**src/rtl/wdt_pkg.sv**
```systemverilog
package wdt_pkg;
  localparam int DW = 8;
  localparam int AW = 3;

  localparam logic [AW-1:0] A_CTRL   = 3'd0;
  localparam logic [AW-1:0] A_HTMR   = 3'd1;
  localparam logic [AW-1:0] A_STMR   = 3'd2;
  localparam logic [AW-1:0] A_S_CPU  = 3'd3;
  localparam logic [AW-1:0] A_S_SRC  = 3'd4;
  localparam logic [AW-1:0] A_H_CPU  = 3'd5;
  localparam logic [AW-1:0] A_H_SRC  = 3'd6;
  localparam logic [AW-1:0] A_MDBD   = 3'd7;

  typedef struct packed {
    logic relatch_en;
    logic hard_rst_en;
    logic soft_rst_en;
    logic hard_en;
    logic soft_en;
    logic on;
  } ctrl_t;
endpackage

```
**src/rtl/wdt_alarm_timer.sv**
```systemverilog
module wdt_alarm_timer #(
  parameter int W = 4
) (
  input  logic         clk,
  input  logic         srst,
  input  logic         start,
  input  logic         stop,
  input  logic         tick,
  input  logic [W-1:0] preset,
  output logic         expired
);
  logic [W-1:0] cnt;
  logic         armed;

  assign expired = armed && (cnt == '0);

  always_ff @(posedge clk) begin
    if (srst || stop) begin
      armed <= 1'b0;
      cnt   <= '0;
    end else if (start) begin
      armed <= 1'b1;
      cnt   <= preset;
    end else begin
      if (expired) armed <= 1'b0;
      if (tick && cnt != '0) cnt <= cnt - 1'b1;
    end
  end

  // a stage expires for a single cycle per arming
  p_fire_once_r6: assert property (@(posedge clk) disable iff (srst)
    expired |=> !expired);

  // a count at zero holds until the next start
  p_hold_zero_r3: assert property (@(posedge clk) disable iff (srst)
    (cnt == '0 && !start) |=> cnt == '0);

  // without a start the count never rises
  p_no_reload_r10: assert property (@(posedge clk) disable iff (srst)
    !start |=> cnt <= $past(cnt));
endmodule

```
**src/rtl/wdt_reset_pulser.sv**
```systemverilog
module wdt_reset_pulser #(
  parameter int CYC = 4
) (
  input  logic clk,
  input  logic srst,
  input  logic trig,
  output logic pulse_n
);
  localparam int CW = $clog2(CYC + 1);
  logic [CW-1:0] cnt;

  always_ff @(posedge clk) begin
    if (srst)                cnt <= '0;
    else if (trig)           cnt <= CW'(CYC);
    else if (cnt != '0)      cnt <= cnt - 1'b1;
  end

  assign pulse_n = (cnt == '0);

  // a reset pulse never lasts a single cycle
  p_reset_width_r7: assert property (@(posedge clk) disable iff (srst)
    $fell(pulse_n) |=> !pulse_n);
endmodule

```
**src/rtl/wdt_freq_switch.sv**
```systemverilog
module wdt_freq_switch
  import wdt_pkg::*;
#(
  parameter int HARD_W  = 8,
  parameter int SOFT_W  = 4,
  parameter int NDIV_W  = 8,
  parameter int CTL_W   = 4,
  parameter int FS_W    = 3,
  parameter int RST_CYC = 4
) (
  input  logic              clk,
  input  logic              srst,
  input  logic              tick,
  input  logic              wr_en,
  input  logic [AW-1:0]     wr_addr,
  input  logic [DW-1:0]     wr_data,
  input  logic [FS_W-1:0]   fs_in,
  output logic              pll_load,
  output logic              pll_from_hard,
  output logic [NDIV_W-1:0] pll_cpu_n,
  output logic [NDIV_W-1:0] pll_src_n,
  output logic [CTL_W-1:0]  pll_ctl,
  output logic              soft_status,
  output logic              hard_status,
  output logic              sys_reset_n,
  output logic [FS_W-1:0]   fs_latched,
  output logic              fs_stb
);
  localparam int CTRL_W = $bits(ctrl_t);

  ctrl_t             ctrl_q;
  logic [HARD_W-1:0] htmr_q;
  logic [SOFT_W-1:0] stmr_q;
  logic [NDIV_W-1:0] s_cpu_q, s_src_q, h_cpu_q, h_src_q;
  logic [CTL_W-1:0]  mode_q, band_q;

  logic wr_ctrl, start, stop;
  logic s_exp, h_exp, s_hit, h_hit, rst_trig;

  assign wr_ctrl = wr_en && (wr_addr == A_CTRL);
  assign start   = wr_ctrl && wr_data[0] && !ctrl_q.on;
  assign stop    = wr_ctrl && !wr_data[0];

  always_ff @(posedge clk) begin
    if (srst) begin
      ctrl_q  <= '0;
      htmr_q  <= '0;
      stmr_q  <= '0;
      s_cpu_q <= '0;
      s_src_q <= '0;
      h_cpu_q <= '0;
      h_src_q <= '0;
      mode_q  <= '0;
      band_q  <= '0;
    end else if (wr_en) begin
      case (wr_addr)
        A_CTRL:  ctrl_q  <= ctrl_t'(wr_data[CTRL_W-1:0]);
        A_HTMR:  htmr_q  <= wr_data[HARD_W-1:0];
        A_STMR:  stmr_q  <= wr_data[SOFT_W-1:0];
        A_S_CPU: s_cpu_q <= wr_data[NDIV_W-1:0];
        A_S_SRC: s_src_q <= wr_data[NDIV_W-1:0];
        A_H_CPU: h_cpu_q <= wr_data[NDIV_W-1:0];
        A_H_SRC: h_src_q <= wr_data[NDIV_W-1:0];
        A_MDBD: begin
          mode_q <= wr_data[CTL_W-1:0];
          band_q <= wr_data[2*CTL_W-1:CTL_W];
        end
        default: ;
      endcase
    end
  end

  wdt_alarm_timer #(.W(SOFT_W)) u_soft (
    .clk(clk), .srst(srst), .start(start), .stop(stop), .tick(tick),
    .preset(stmr_q), .expired(s_exp)
  );

  wdt_alarm_timer #(.W(HARD_W)) u_hard (
    .clk(clk), .srst(srst), .start(start), .stop(stop), .tick(tick),
    .preset(htmr_q), .expired(h_exp)
  );

  assign s_hit    = s_exp && ctrl_q.soft_en && !stop;
  assign h_hit    = h_exp && ctrl_q.hard_en && !stop;
  assign rst_trig = (s_hit && ctrl_q.soft_rst_en) || (h_hit && ctrl_q.hard_rst_en);

  always_ff @(posedge clk) begin
    if (srst) begin
      pll_load      <= 1'b0;
      pll_from_hard <= 1'b0;
      pll_cpu_n     <= '0;
      pll_src_n     <= '0;
      pll_ctl       <= '0;
      soft_status   <= 1'b0;
      hard_status   <= 1'b0;
      fs_latched    <= '0;
      fs_stb        <= 1'b0;
    end else begin
      pll_load <= s_hit || h_hit;
      fs_stb   <= h_hit && ctrl_q.relatch_en;
      if (h_hit) begin
        pll_from_hard <= 1'b1;
        pll_cpu_n     <= h_cpu_q;
        pll_src_n     <= h_src_q;
        pll_ctl       <= band_q;
      end else if (s_hit) begin
        pll_from_hard <= 1'b0;
        pll_cpu_n     <= s_cpu_q;
        pll_src_n     <= s_src_q;
        pll_ctl       <= mode_q;
      end
      if (h_hit && ctrl_q.relatch_en) fs_latched <= fs_in;
      if (stop || !ctrl_q.on) begin
        soft_status <= 1'b0;
        hard_status <= 1'b0;
      end else begin
        if (s_hit) soft_status <= 1'b1;
        if (h_hit) hard_status <= 1'b1;
      end
    end
  end

  wdt_reset_pulser #(.CYC(RST_CYC)) u_rst (
    .clk(clk), .srst(srst), .trig(rst_trig), .pulse_n(sys_reset_n)
  );

  // a load only appears while the watchdog is enabled
  p_load_needs_wde_r2: assert property (@(posedge clk) disable iff (srst)
    pll_load |-> ctrl_q.on);

  // status flags never outlive the watchdog enable
  p_status_needs_wde_r5: assert property (@(posedge clk) disable iff (srst)
    (soft_status || hard_status) |-> ctrl_q.on);

  // status flags are sticky while enabled
  p_status_sticky_r5: assert property (@(posedge clk) disable iff (srst)
    (hard_status && ctrl_q.on && !stop) |=> hard_status);

  // a soft-sourced load comes with the soft flag set
  p_soft_load_flag_r3: assert property (@(posedge clk) disable iff (srst)
    (pll_load && !pll_from_hard) |-> soft_status);

  // a relatch strobe only accompanies a hard firing
  p_latch_with_hard_r8: assert property (@(posedge clk) disable iff (srst)
    fs_stb |-> (hard_status && pll_load && pll_from_hard));
endmodule

```
**config.mk**
```make
export PLATFORM = sky130hd
export DESIGN_NAME = wdt_freq_switch
export DESIGN_NICKNAME = d
export VERILOG_FILES = /design/src/rtl/wdt_pkg.sv /design/src/rtl/wdt_alarm_timer.sv /design/src/rtl/wdt_reset_pulser.sv /design/src/rtl/wdt_freq_switch.sv
export SDC_FILE = /design/constraint.sdc
export NUM_CORES = 1
export LEC_CHECK = 0
export ABC_AREA = 0
export BUFFER_PORTS_ARGS = -buffer_cell sky130_fd_sc_hd__clkbuf_2
export CAP_MARGIN = 20
export CORE_MARGIN = 2
export CORE_UTILIZATION = 40
export DETAILED_ROUTE_END_ITERATION = 10
export SYNTH_ARGS = -nofsm -noshare
export SYNTH_HDL_FRONTEND = slang
export SYNTH_SLANG_ARGS = --single-unit
```
**constraint.sdc**
```tcl
create_clock -name clk -period 2.5 [get_ports clk]
set_input_delay 0.5 -clock clk [delete_from_list [all_inputs] [get_ports clk]]
set_output_delay 0.5 -clock clk [all_outputs]
set_load 0.02 [all_outputs]
```
==> flow_summary.toml <==
[sta]
max_freq_mhz = 476
tns_ns = 0
worst_slack_ns = 0.399
hold_viol = 0
period_share = 0.840
worst_pin_slew_ns = 0.780
grt_setup_unrepaired = "no"
finalSetupViolations = 0
finalMaxSlewViolations = 0
relSlewSlack = 0.475
hold-worst-slack_ns = 0.376
finalClockSkew_ns = 0.0129
post-route-min-period_ns = 2.10

[setup_path]
rrSetupSlack_ns = 0.40
arrival_ns = 2.38
crit_type = "flop to flop"
ff2ff_path_depth = 7
reg2reg_from = "u_soft.cnt[0]$_SDFFE_PP0P_"
critical-path-max-stage-delay_ns = 0.49
rr_endpoint = "pll_ctl[0]$_SDFFE_PP0P_"
worstPathCellList = "inv_1 -> ha_1 -> or3b_1 -> a211oi_2 -> buf_4 -> nand2_1 -> a311oi_2"
path_buf_inv = 2
cp_data_required_time_ns = 2.78
cp-end-kind = "flop"
cp_slowest_cell = "or3b_1"
path_max_fanout = 22
cp-startpoint = "u_soft.cnt[0]$_SDFFE_PP0P_"
start_kind = "flop"
cp_top_family = "simple AND/OR/NAND/NOR gates"

[yosys]
synthArstFlopShare = 0
yosys_register_bits = 103
synth.cell_area_um2 = 4440
synth.avg_cell_area_um2 = 8.61
yosysUniqueCellTypes = 45
yosys_warnings = 0
ys_seq_area_frac = 0.464
synth_ff_type = "dfxtp_1"
synth_edf_count = 0
synth_cells = 516
syn-num-nets = 540

[global_routing]
grt_pass1_vias = 3341
grt_pass1_wl_mm = 16.6
grt_max_degree = 90
antenna_found_initial = 0
grtUsageTotal = 0.180
grt_remaining_overflow = 0

[place]
place_ws_ns = 0.305
place_area_um2 = 4780
io_buffers = 46
gp_congestion = 0.761
place_hpwl_mm = 6.83

[detailed_routing]
via_count = 3575
drcViolationCount = 0
totalWireLength_mm = 10.1
ant_nets = 0
viasPerCell = 5.16
wl_per_cell_um = 14.6
firstDrtPassIters = 4
drt_iter0_markers = 182

[layout]
nets = 573
postLayoutCellArea_um2 = 4960
layout_common_cells = "141 x nand2_1, 103 x dfxtp_1, 57 x a21oi_1, 55 x nor2_1, 45 x clkbuf_2"
drive_gt1_frac = 0.203
syn_to_final_growth_pct = 11.5
final_common_cell = "nand2_1"
antenna_cells = 0

[pwr]
power.total_mw = 3.62
ir_worst_vdd_v = 0.000335
p_per_area_nw_per_um2 = 731
power_leakage_nw = 1.80

[worst_hold_path]
min_path_type = "input pin to flop"
min_to = "fs_latched[2]$_SDFFE_PP0P_"
hp-start = "fs_in[2]"
holdPathStages = 3

[cts]
clk_pin_slew_ns = 0.10
cts_resized = 0
postCtsSetupBuffers = 0
htreeDepth = 3
root_buffer = "clkbuf_8"
cts_hold_buf = 0
cts_buffers = 9
clockBufferDepth = 2
clk-insertion-delay-late_ns = 0.37
cts_tree = "done"
clock-sinks = 103

[outcome]
status = "finished, final reports clean"

[die]
die_w_um = 109
die_h_um = 109
ioPinCount = 47
core_um2 = 10800
num_rows = 38
initial_core_util = 0.410
die-area_um2 = 12000

[job]
maxCapViolCount = 0
[worst max path at each step]
| stage | slack [ns] | end | depth (start not counted) |
|---|---|---|---|
| after floorplan | 0.41 | u_hard.cnt[0]$_SDFFE_PP0P_ | 7 |
| after global placement | 0.36 | u_soft.cnt[1]$_SDFFE_PP0P_ | 6 |
| after detailed placement | 0.30 | u_hard.cnt[7]$_SDFFE_PP0P_ | 6 |
| after CTS | 0.40 | fs_latched[1]$_SDFFE_PP0P_ | 7 |
| after global routing | 0.26 | pll_ctl[1]$_SDFFE_PP0P_ | 7 |
| final | 0.40 | pll_ctl[0]$_SDFFE_PP0P_ | 7 |
[synth_stat cells (2+ instances only)]
cell | n | area, um2
a211oi_2 | 9 | 113
a211oi_1 | 2 | 15.0
ha_1 | 6 | 75.1
xnor2_1 | 4 | 35.0
or2_2 | 3 | 18.8
xor2_1 | 3 | 26.3
a311oi_2 | 20 | 300
buf_1 | 6 | 22.5
buf_2 | 11 | 55.1
dfxtp_1 | 103 | 2060
nand2b_1 | 9 | 56.3
inv_1 | 10 | 37.5
nor4_1 | 2 | 12.5
nor2b_1 | 2 | 12.5
a21oi_1 | 57 | 285
nand2_1 | 141 | 529
or3_1 | 2 | 12.5
or3b_1 | 2 | 17.5
buf_6 | 5 | 56.3
nor3b_1 | 4 | 30.0
o21ai_0 | 3 | 15.0
mux2i_1 | 17 | 170
a2111o_1 | 2 | 22.5
nor2_1 | 55 | 206
nor3_1 | 5 | 25.0
clkbuf_1 | 14 | 52.6
[worst register-to-register path: stages, from the launching register on]
cell and delay, ns:
dfxtp_1 0.33, inv_1 0.10, ha_1 0.18, or3b_1 0.49, a211oi_2 0.23, buf_4 0.31, nand2_1 0.12, a311oi_2 0.24
[logic make-up after synthesis]
logic type,count (synthesis),synth area share
flip-flops,103,0.464
buffers and inverters,46,0.0504
AND/OR/NAND/NOR,236,0.233
adder cells (fa/ha/maj),6,0.0169
AO/OA/AOI/OAI,101,0.183
multiplexers,17,0.0383
XOR/XNOR,7,0.0138
[metal layers]
layer,share of wire,track usage,wire length [um]
met1,0.50,0.250,5040
met2,0.45,0.284,4520
met3,0.046,0.0320,470
met4,0.011,0.0570,115
met5,0,0,0
[state kept, by name, summed over array words and instances (netlist names), 6 cells and up]
signal	flops
s_src_q	8
s_cpu_q	8
h_cpu_q	8
pll_cpu_n	8
ctrl_q	6
h_src_q	8
pll_src_n	8
htmr_q	8
u_hard.cnt	8
[through the flow]
step | utilization | cells
detailed placement | 0.441 | 678
finish | 0.457 | 693
floorplan | - | 516
global route | 0.457 | 693
global placement | 0.441 | 678
CTS | 0.457 | 693
[power breakdown]
part           internal, mW  leakage (nW)  switching (mW)  total [mW]
clock network         0.372        0.0878           0.597       0.969
registers              1.75         0.834          0.0817        1.83
logic                 0.352         0.874           0.469       0.821
total                  2.47          1.80            1.15        3.62
[area by class of cell]
type                            count  area [um2]
Clock buffer                        9         124
Timing Repair Buffer               58         345
Clock inverter                      6        53.8
Inverter                           10        37.5
Sequential cell                   103        2060
Tap cell                          140         175
Fill cell                        1098        5880
Multi-Input combinational cell    367        2160
Note: power is estimated with default switching activity, not from simulation.
